==> config.mk <==
export PLATFORM = sky130hd
export DESIGN_NAME = i2c_target_stretch
export DESIGN_NICKNAME = d
export VERILOG_FILES = /design/src/rtl/i2c_tgt_pkg.sv /design/src/rtl/i2c_tgt_sync.sv /design/src/rtl/i2c_tgt_bus.sv /design/src/rtl/i2c_tgt_regs.sv /design/src/rtl/i2c_target_stretch.sv
export SDC_FILE = /design/constraint.sdc
export NUM_CORES = 1
export LEC_CHECK = 0
export BUFFER_PORTS_ARGS = -buffer_cell sky130_fd_sc_hd__clkbuf_2
export CORE_MARGIN = 5
export CORE_UTILIZATION = 45
export DETAILED_ROUTE_END_ITERATION = 10
export GPL_TIMING_DRIVEN = 0
export PLACE_DENSITY_LB_ADDON = 0.12
export SLEW_MARGIN = 20
export SYNTH_ARGS = -nofsm -noshare
export SYNTH_HDL_FRONTEND = slang
export SYNTH_HIERARCHICAL = 1
export SYNTH_SLANG_ARGS = --single-unit
==> constraint.sdc <==
create_clock -name clk -period 2.6 [get_ports clk]
set_input_delay 0.52 -clock clk [delete_from_list [all_inputs] [get_ports clk]]
set_output_delay 0.52 -clock clk [all_outputs]
set_load 0.02 [all_outputs]
==> src/rtl/i2c_tgt_pkg.sv <==
package i2c_tgt_pkg;
  localparam int BYTE_BITS = 8;
  localparam int ADDR_BITS = 7;

  typedef enum logic [3:0] {
    ST_IDLE,
    ST_ADDR,
    ST_AHOLD,
    ST_AACK,
    ST_RX,
    ST_RACK,
    ST_RHOLD,
    ST_TXLOAD,
    ST_TX,
    ST_TACK,
    ST_WAIT
  } bus_state_t;
endpackage

==> src/rtl/i2c_tgt_sync.sv <==
module i2c_tgt_sync #(
  parameter int LINES  = 2,
  parameter int STAGES = 2
) (
  input  logic             clk,
  input  logic             rst_n,
  input  logic [LINES-1:0] raw_i,
  output logic [LINES-1:0] now_o,
  output logic [LINES-1:0] prev_o
);
  genvar g;
  generate
    for (g = 0; g < LINES; g++) begin : g_line
      logic [STAGES-1:0] chain;
      logic              last;
      always_ff @(posedge clk or negedge rst_n) begin
        if (!rst_n) begin
          chain <= '1;
          last  <= 1'b1;
        end else begin
          chain <= {chain[STAGES-2:0], raw_i[g]};
          last  <= chain[STAGES-1];
        end
      end
      assign now_o[g]  = chain[STAGES-1];
      assign prev_o[g] = last;
    end
  endgenerate
endmodule

==> src/rtl/i2c_tgt_bus.sv <==
module i2c_tgt_bus
  import i2c_tgt_pkg::*;
#(
  parameter int BITS = BYTE_BITS,
  parameter int AW   = ADDR_BITS
) (
  input  logic            clk,
  input  logic            rst_n,
  input  logic            scl_q,
  input  logic            scl_p,
  input  logic            sda_q,
  input  logic            sda_p,
  input  logic [AW-1:0]   own_addr,
  input  logic            ack_en,
  input  logic            addr_flag,
  input  logic            dir_flag,
  input  logic            txe_flag,
  input  logic            btf_flag,
  input  logic [BITS-1:0] tx_byte,
  output logic            ev_match,
  output logic            ev_dir,
  output logic            ev_rx,
  output logic [BITS-1:0] rx_byte,
  output logic            ev_txd,
  output logic            ev_stop,
  output logic            scl_oe,
  output logic            sda_oe
);
  localparam int CNT_W = $clog2(BITS + 1);
  localparam logic [CNT_W-1:0] FULL = CNT_W'(BITS);
  localparam logic [CNT_W-1:0] LAST = CNT_W'(BITS - 1);

  bus_state_t       state, state_n;
  logic [CNT_W-1:0] cnt, cnt_n;
  logic [BITS-1:0]  sr, sr_n;
  logic             sda_q_r, sda_n;
  logic             active, active_n;
  logic             mack, mack_n;

  logic start_c, stop_c, rise, fall;
  assign start_c = scl_q & scl_p & sda_p & ~sda_q;
  assign stop_c  = scl_q & scl_p & ~sda_p & sda_q;
  assign rise    = scl_q & ~scl_p;
  assign fall    = ~scl_q & scl_p;

  always_comb begin
    state_n  = state;
    cnt_n    = cnt;
    sr_n     = sr;
    sda_n    = sda_q_r;
    active_n = active;
    mack_n   = mack;
    ev_match = 1'b0;
    ev_dir   = sr[0];
    ev_rx    = 1'b0;
    ev_txd   = 1'b0;
    ev_stop  = 1'b0;
    if (stop_c) begin
      state_n  = ST_IDLE;
      sda_n    = 1'b0;
      ev_stop  = active;
      active_n = 1'b0;
    end else if (start_c) begin
      state_n  = ST_ADDR;
      cnt_n    = '0;
      sda_n    = 1'b0;
      active_n = 1'b0;
    end else begin
      unique case (state)
        ST_ADDR: begin
          if (rise) begin
            sr_n  = {sr[BITS-2:0], sda_q};
            cnt_n = cnt + 1'b1;
          end else if (fall && cnt == FULL) begin
            if (ack_en && sr[BITS-1:1] == own_addr) begin
              ev_match = 1'b1;
              sda_n    = 1'b1;
              active_n = 1'b1;
              state_n  = ST_AHOLD;
            end else begin
              state_n = ST_WAIT;
            end
          end
        end
        ST_AHOLD: if (!addr_flag) state_n = ST_AACK;
        ST_AACK: begin
          if (fall) begin
            sda_n   = 1'b0;
            cnt_n   = '0;
            state_n = dir_flag ? ST_TXLOAD : ST_RX;
          end
        end
        ST_RX: begin
          if (rise) begin
            sr_n  = {sr[BITS-2:0], sda_q};
            cnt_n = cnt + 1'b1;
          end else if (fall && cnt == FULL) begin
            ev_rx   = 1'b1;
            sda_n   = ack_en;
            state_n = ST_RACK;
          end
        end
        ST_RACK: begin
          if (fall) begin
            sda_n   = 1'b0;
            state_n = ST_RHOLD;
          end
        end
        ST_RHOLD: begin
          if (!btf_flag) begin
            cnt_n   = '0;
            state_n = ST_RX;
          end
        end
        ST_TXLOAD: begin
          if (!txe_flag) begin
            sr_n    = tx_byte;
            sda_n   = ~tx_byte[BITS-1];
            cnt_n   = '0;
            state_n = ST_TX;
          end
        end
        ST_TX: begin
          if (fall) begin
            cnt_n = cnt + 1'b1;
            if (cnt == LAST) begin
              sda_n   = 1'b0;
              state_n = ST_TACK;
            end else begin
              sr_n  = {sr[BITS-2:0], 1'b0};
              sda_n = ~sr[BITS-2];
            end
          end
        end
        ST_TACK: begin
          if (rise) begin
            mack_n = ~sda_q;
          end else if (fall) begin
            if (mack) begin
              ev_txd  = 1'b1;
              state_n = ST_TXLOAD;
            end else begin
              state_n = ST_WAIT;
            end
          end
        end
        default: ;
      endcase
    end
  end

  always_ff @(posedge clk or negedge rst_n) begin
    if (!rst_n) begin
      state   <= ST_IDLE;
      cnt     <= '0;
      sr      <= '0;
      sda_q_r <= 1'b0;
      active  <= 1'b0;
      mack    <= 1'b0;
    end else begin
      state   <= state_n;
      cnt     <= cnt_n;
      sr      <= sr_n;
      sda_q_r <= sda_n;
      active  <= active_n;
      mack    <= mack_n;
    end
  end

  assign rx_byte = sr;
  assign sda_oe  = sda_q_r;
  assign scl_oe  = (state == ST_AHOLD) || (state == ST_RHOLD) || (state == ST_TXLOAD);
endmodule

==> src/rtl/i2c_tgt_regs.sv <==
module i2c_tgt_regs #(
  parameter int BITS = 8
) (
  input  logic            clk,
  input  logic            rst_n,
  input  logic            ev_match,
  input  logic            ev_dir,
  input  logic            ev_rx,
  input  logic [BITS-1:0] rx_byte,
  input  logic            ev_txd,
  input  logic            ev_stop,
  input  logic            addr_clr,
  input  logic            stat_rd,
  input  logic            ctrl_wr,
  input  logic            evt_ie,
  input  logic            buf_ie,
  input  logic            tx_valid,
  input  logic [BITS-1:0] tx_data,
  output logic            tx_ready,
  input  logic            rx_ready,
  output logic            rx_valid,
  output logic [BITS-1:0] data_reg,
  output logic            addr_f,
  output logic            dir_f,
  output logic            txe_f,
  output logic            rxne_f,
  output logic            btf_f,
  output logic            stop_f,
  output logic            irq
);
  logic rd_seen;
  logic tx_fire, rx_fire;

  assign tx_ready = txe_f & dir_f;
  assign tx_fire  = tx_valid & tx_ready;
  assign rx_valid = rxne_f;
  assign rx_fire  = rx_ready & rxne_f;

  always_ff @(posedge clk or negedge rst_n) begin
    if (!rst_n) begin
      addr_f   <= 1'b0;
      dir_f    <= 1'b0;
      txe_f    <= 1'b0;
      rxne_f   <= 1'b0;
      btf_f    <= 1'b0;
      stop_f   <= 1'b0;
      rd_seen  <= 1'b0;
      data_reg <= '0;
    end else begin
      if (addr_clr) addr_f <= 1'b0;
      if (tx_fire) begin
        data_reg <= tx_data;
        txe_f    <= 1'b0;
        btf_f    <= 1'b0;
      end
      if (rx_fire) begin
        rxne_f <= 1'b0;
        btf_f  <= 1'b0;
      end
      if (ev_match) begin
        addr_f <= 1'b1;
        dir_f  <= ev_dir;
        txe_f  <= ev_dir;
        btf_f  <= 1'b0;
      end
      if (ev_rx) begin
        data_reg <= rx_byte;
        rxne_f   <= 1'b1;
        btf_f    <= 1'b1;
      end
      if (ev_txd) begin
        txe_f <= 1'b1;
        btf_f <= 1'b1;
      end
      if (stat_rd && stop_f) rd_seen <= 1'b1;
      if (ctrl_wr && rd_seen) begin
        stop_f  <= 1'b0;
        rd_seen <= 1'b0;
      end
      if (ev_stop) begin
        stop_f  <= 1'b1;
        rd_seen <= 1'b0;
        dir_f   <= 1'b0;
        txe_f   <= 1'b0;
      end
    end
  end

  assign irq = evt_ie & (addr_f | stop_f | btf_f | (buf_ie & (txe_f | rxne_f)));
endmodule

==> src/rtl/i2c_target_stretch.sv <==
module i2c_target_stretch
  import i2c_tgt_pkg::*;
#(
  parameter int BITS        = BYTE_BITS,
  parameter int AW          = ADDR_BITS,
  parameter int SYNC_STAGES = 2
) (
  input  logic            clk,
  input  logic            rst_n,
  input  logic            scl_i,
  input  logic            sda_i,
  output logic            scl_oe,
  output logic            sda_oe,
  input  logic [AW-1:0]   own_addr,
  input  logic            ack_en,
  input  logic            evt_ie,
  input  logic            buf_ie,
  input  logic            ctrl_wr,
  input  logic            stat_rd,
  input  logic            addr_clr,
  input  logic            tx_valid,
  output logic            tx_ready,
  input  logic [BITS-1:0] tx_data,
  output logic            rx_valid,
  input  logic            rx_ready,
  output logic [BITS-1:0] rx_data,
  output logic            st_addr,
  output logic            st_dir,
  output logic            st_txe,
  output logic            st_rxne,
  output logic            st_btf,
  output logic            st_stop,
  output logic            irq
);
  logic [1:0] ln_now, ln_prev;
  logic ev_match, ev_dir, ev_rx, ev_txd, ev_stop;
  logic [BITS-1:0] rx_byte, data_reg;

  i2c_tgt_sync #(.LINES(2), .STAGES(SYNC_STAGES)) u_sync (
    .clk    (clk),
    .rst_n  (rst_n),
    .raw_i  ({sda_i, scl_i}),
    .now_o  (ln_now),
    .prev_o (ln_prev)
  );

  i2c_tgt_bus #(.BITS(BITS), .AW(AW)) u_bus (
    .clk       (clk),
    .rst_n     (rst_n),
    .scl_q     (ln_now[0]),
    .scl_p     (ln_prev[0]),
    .sda_q     (ln_now[1]),
    .sda_p     (ln_prev[1]),
    .own_addr  (own_addr),
    .ack_en    (ack_en),
    .addr_flag (st_addr),
    .dir_flag  (st_dir),
    .txe_flag  (st_txe),
    .btf_flag  (st_btf),
    .tx_byte   (data_reg),
    .ev_match  (ev_match),
    .ev_dir    (ev_dir),
    .ev_rx     (ev_rx),
    .rx_byte   (rx_byte),
    .ev_txd    (ev_txd),
    .ev_stop   (ev_stop),
    .scl_oe    (scl_oe),
    .sda_oe    (sda_oe)
  );

  i2c_tgt_regs #(.BITS(BITS)) u_regs (
    .clk      (clk),
    .rst_n    (rst_n),
    .ev_match (ev_match),
    .ev_dir   (ev_dir),
    .ev_rx    (ev_rx),
    .rx_byte  (rx_byte),
    .ev_txd   (ev_txd),
    .ev_stop  (ev_stop),
    .addr_clr (addr_clr),
    .stat_rd  (stat_rd),
    .ctrl_wr  (ctrl_wr),
    .evt_ie   (evt_ie),
    .buf_ie   (buf_ie),
    .tx_valid (tx_valid),
    .tx_data  (tx_data),
    .tx_ready (tx_ready),
    .rx_ready (rx_ready),
    .rx_valid (rx_valid),
    .data_reg (data_reg),
    .addr_f   (st_addr),
    .dir_f    (st_dir),
    .txe_f    (st_txe),
    .rxne_f   (st_rxne),
    .btf_f    (st_btf),
    .stop_f   (st_stop),
    .irq      (irq)
  );

  assign rx_data = data_reg;
endmodule

==> results.md <==
- Share of cells above drive strength 1: 27.6%
- RSZ-0062 raised after global routing: false
- Core area: 5470 sq um
- Initial antenna violation count: 0
- Post-DP HPWL: 4730 um
- Gr usage total: 18.6%
- Ys async rst share: 100%
- Hold WC Path Type: input port to flop
- Pwr dens: 952 nW/um^2
- Post-synthesis xor/xnor area fraction: 3.11%
- Starting Density: 46.3%
- Syn. warnings: 6
- Placed instance area: 2850 sq um
- Die ar.: 7230 sq um
- CTS H-tree depth: 2
- Worst-Margin Slew: 0.871 ns
- Total CTS buffers: 5
- Complex-gate fraction of the synthesized area: 19.5%
- Adder-cell share of the synthesized area: 0.988%
- Initial drt markers: 223
- Slew HR: 41.9%
- Net Count, Synth: 311
- Setup Viol. Count Final: 0
- Antenna diode count: 0
- Setup_tns: 0 ns
- Data arrival time of the critical path: 2.56 ns
- Post-synth top flop: dfrtp_1
- Post-Synthesis Cells: 282
- Vias in the first global route: 2251
- Critical Setup Path Class: flop to flop
- Post-synth EDFFs: 0
- Skew-Pair Late Insertion Delay: 0.29 ns
- Fin nets: 365
- Max Root-Sink Buffers: 2
- Leakage: 1.36 nW
- Fin crit period: 2.39 ns
- Worst Path Required: 2.77 ns
- Clock Skews: 0.0102 ns
- Total iterations of the first detailed-routing run: 6
- Final slew viol count: 0
- Clk root buf: clkbuf_8
- Fin Hold WS: 0.309 ns
- Final ANT Viol Nets: 0
- Worst-path fanout max: 6
- Distinct cells, synth: 62
- Post-Syn Area per Cell: 8.98 sq um
- Via density: 5.64
- CTS tree: built
- I/O Buffers: 45
- First-pass GRT wire length: 11000 um
- Remaining Overflow, GRT: 0
- Post-synthesis simple-gate area fraction: 24.6%
- Total Routed Length: 6380 um
- Area growth, synth to finish: 19.1%
- Clock sinks: 40
- Mapped Area: 2530 sq um
- Max cap viols: 0
- Reg clk slew, reported paths: 0.07 ns
- Drt wl/cell: 15.6 um
- Finished Core Util: 55.1%
- Top-Level Pins: 46
- Status: complete, no violations
- Largest family of logic cells by synthesized area: simple AND/OR/NAND/NOR gates
- DRC: 0
- Largest net degree at the start of global routing: 41
- Fin. Hold Viols: 0
- Flops & latches, synth: 40
- Peak supply drop: 374 uV
- Routability cong.: 0.853
- Commonest non-fill, non-tap cell in the layout: clkbuf_2
- Period utilization: 91.8%
- Fmax: 419 MHz
- Commonest cells after routing, fill and taps aside: 44 x clkbuf_2, 34 x a21oi_1, 34 x dfrtp_1, 26 x nor2_1, 24 x nand2_1
- Total Power: 2.87 mW
- Element type at the critical path end: flop
- Multiplexer share of the synthesized area: 5.78%
- Cell Rows: 27
- Vias: 2305
- Die height: 85.0 um
- Fin area: 3020 sq um
- Critical Path Start Type: flop
- Die X: 85.0 um
- Hold_buf cts: 0
- Seq/Total Area, Yosys: 39.8%
## cells by family (layout without fill, tap and decap cells)
kind of cell	Yosys count	count (layout)
buf+inv	28	83
compound gates	74	74
flops	40	40
mux	13	13
fa+ha+maj	2	2
xor+xnor	9	9
simple gates	116	116
## cells in the mapped netlist (7+ instances only)
cell | count | area, sq um
a21oi_1 | 34 | 170
buf_4 | 8 | 60.1
dfrtp_1 | 34 | 851
inv_1 | 9 | 33.8
mux2i_1 | 9 | 90.1
nand2_1 | 24 | 90.1
nand2b_1 | 8 | 50.1
nand3_1 | 8 | 40.0
nor2_1 | 27 | 101
nor2b_1 | 16 | 100
nor3_1 | 7 | 35.0
xnor2_1 | 8 | 70.1
## timing repair
item / CTS / global route
hold endpoints to repair: 0 / 0
setup buffers: 0 / 2
resized for setup: 1 / 2
setup endpoints to repair: 2 / 13
pin swaps: 0 / 1
cloned: 0 / 0
## report_power, final
group	switching [mW]	total, mW	internal (mW)
sequential	0.177	0.939	0.762
clock	0.208	0.592	0.384
combinational	0.745	1.34	0.595
## cell type report
cell class	count	area (sq um)
clock inverter	2	60.1
fill	537	2460
multi-input combinational	214	1390
inverter	9	33.8
clock buffer	6	72.6
sequential	40	1010
tap	72	90.1
buffer	19	123
timing repair buffer	47	240
## worst paths after layout
kind	startpoint	to	slack (ns)	cells past startpoint
max reg2reg	u_sync/g_line[0].last	u_regs/btf_f	0.21	7
max in group asynchronous	rst_n	u_bus/state[2]	1.70	1
min	sda_i	u_sync/g_line[1].chain[0]	0.31	1
min reg2reg	u_sync/g_line[1].chain[0]	u_sync/g_line[1].chain[1]	0.36	0
min in group asynchronous	rst_n	u_regs/rd_seen	0.34	1
max	u_sync/g_line[0].last	u_regs/btf_f	0.21	7
## worst max-delay path: stages, from the launching register on
cell and delay [ns]:
dfstp_2 0.52, buf_4 0.12, nor2b_2 0.23, nand4b_1 0.28, or3_1 0.49, nor2_2 0.22
a31oi_1 0.09, a311o_1 0.33
## through the flow
stage,setup WS [ns],instances
2_1_floorplan,0.433,282
3_3_place_gp,-0.338,399
3_5_place_dp,0.0191,399
4_1_cts,0.0731,407
5_1_grt,0.000763,409
6_report,0.213,409
## layer usage
metal | global-route usage (%) | part of all wire [%] | vias up
met2 | 29.7 | 48 | 92
met5 | 0 | 0 | -
met1 | 26.4 | 46 | 1100
met4 | 4.32 | 1.5 | 0
met3 | 3.01 | 5.2 | 14
li1 | - | - | 1099
Note: power is estimated with default switching activity, not from simulation.
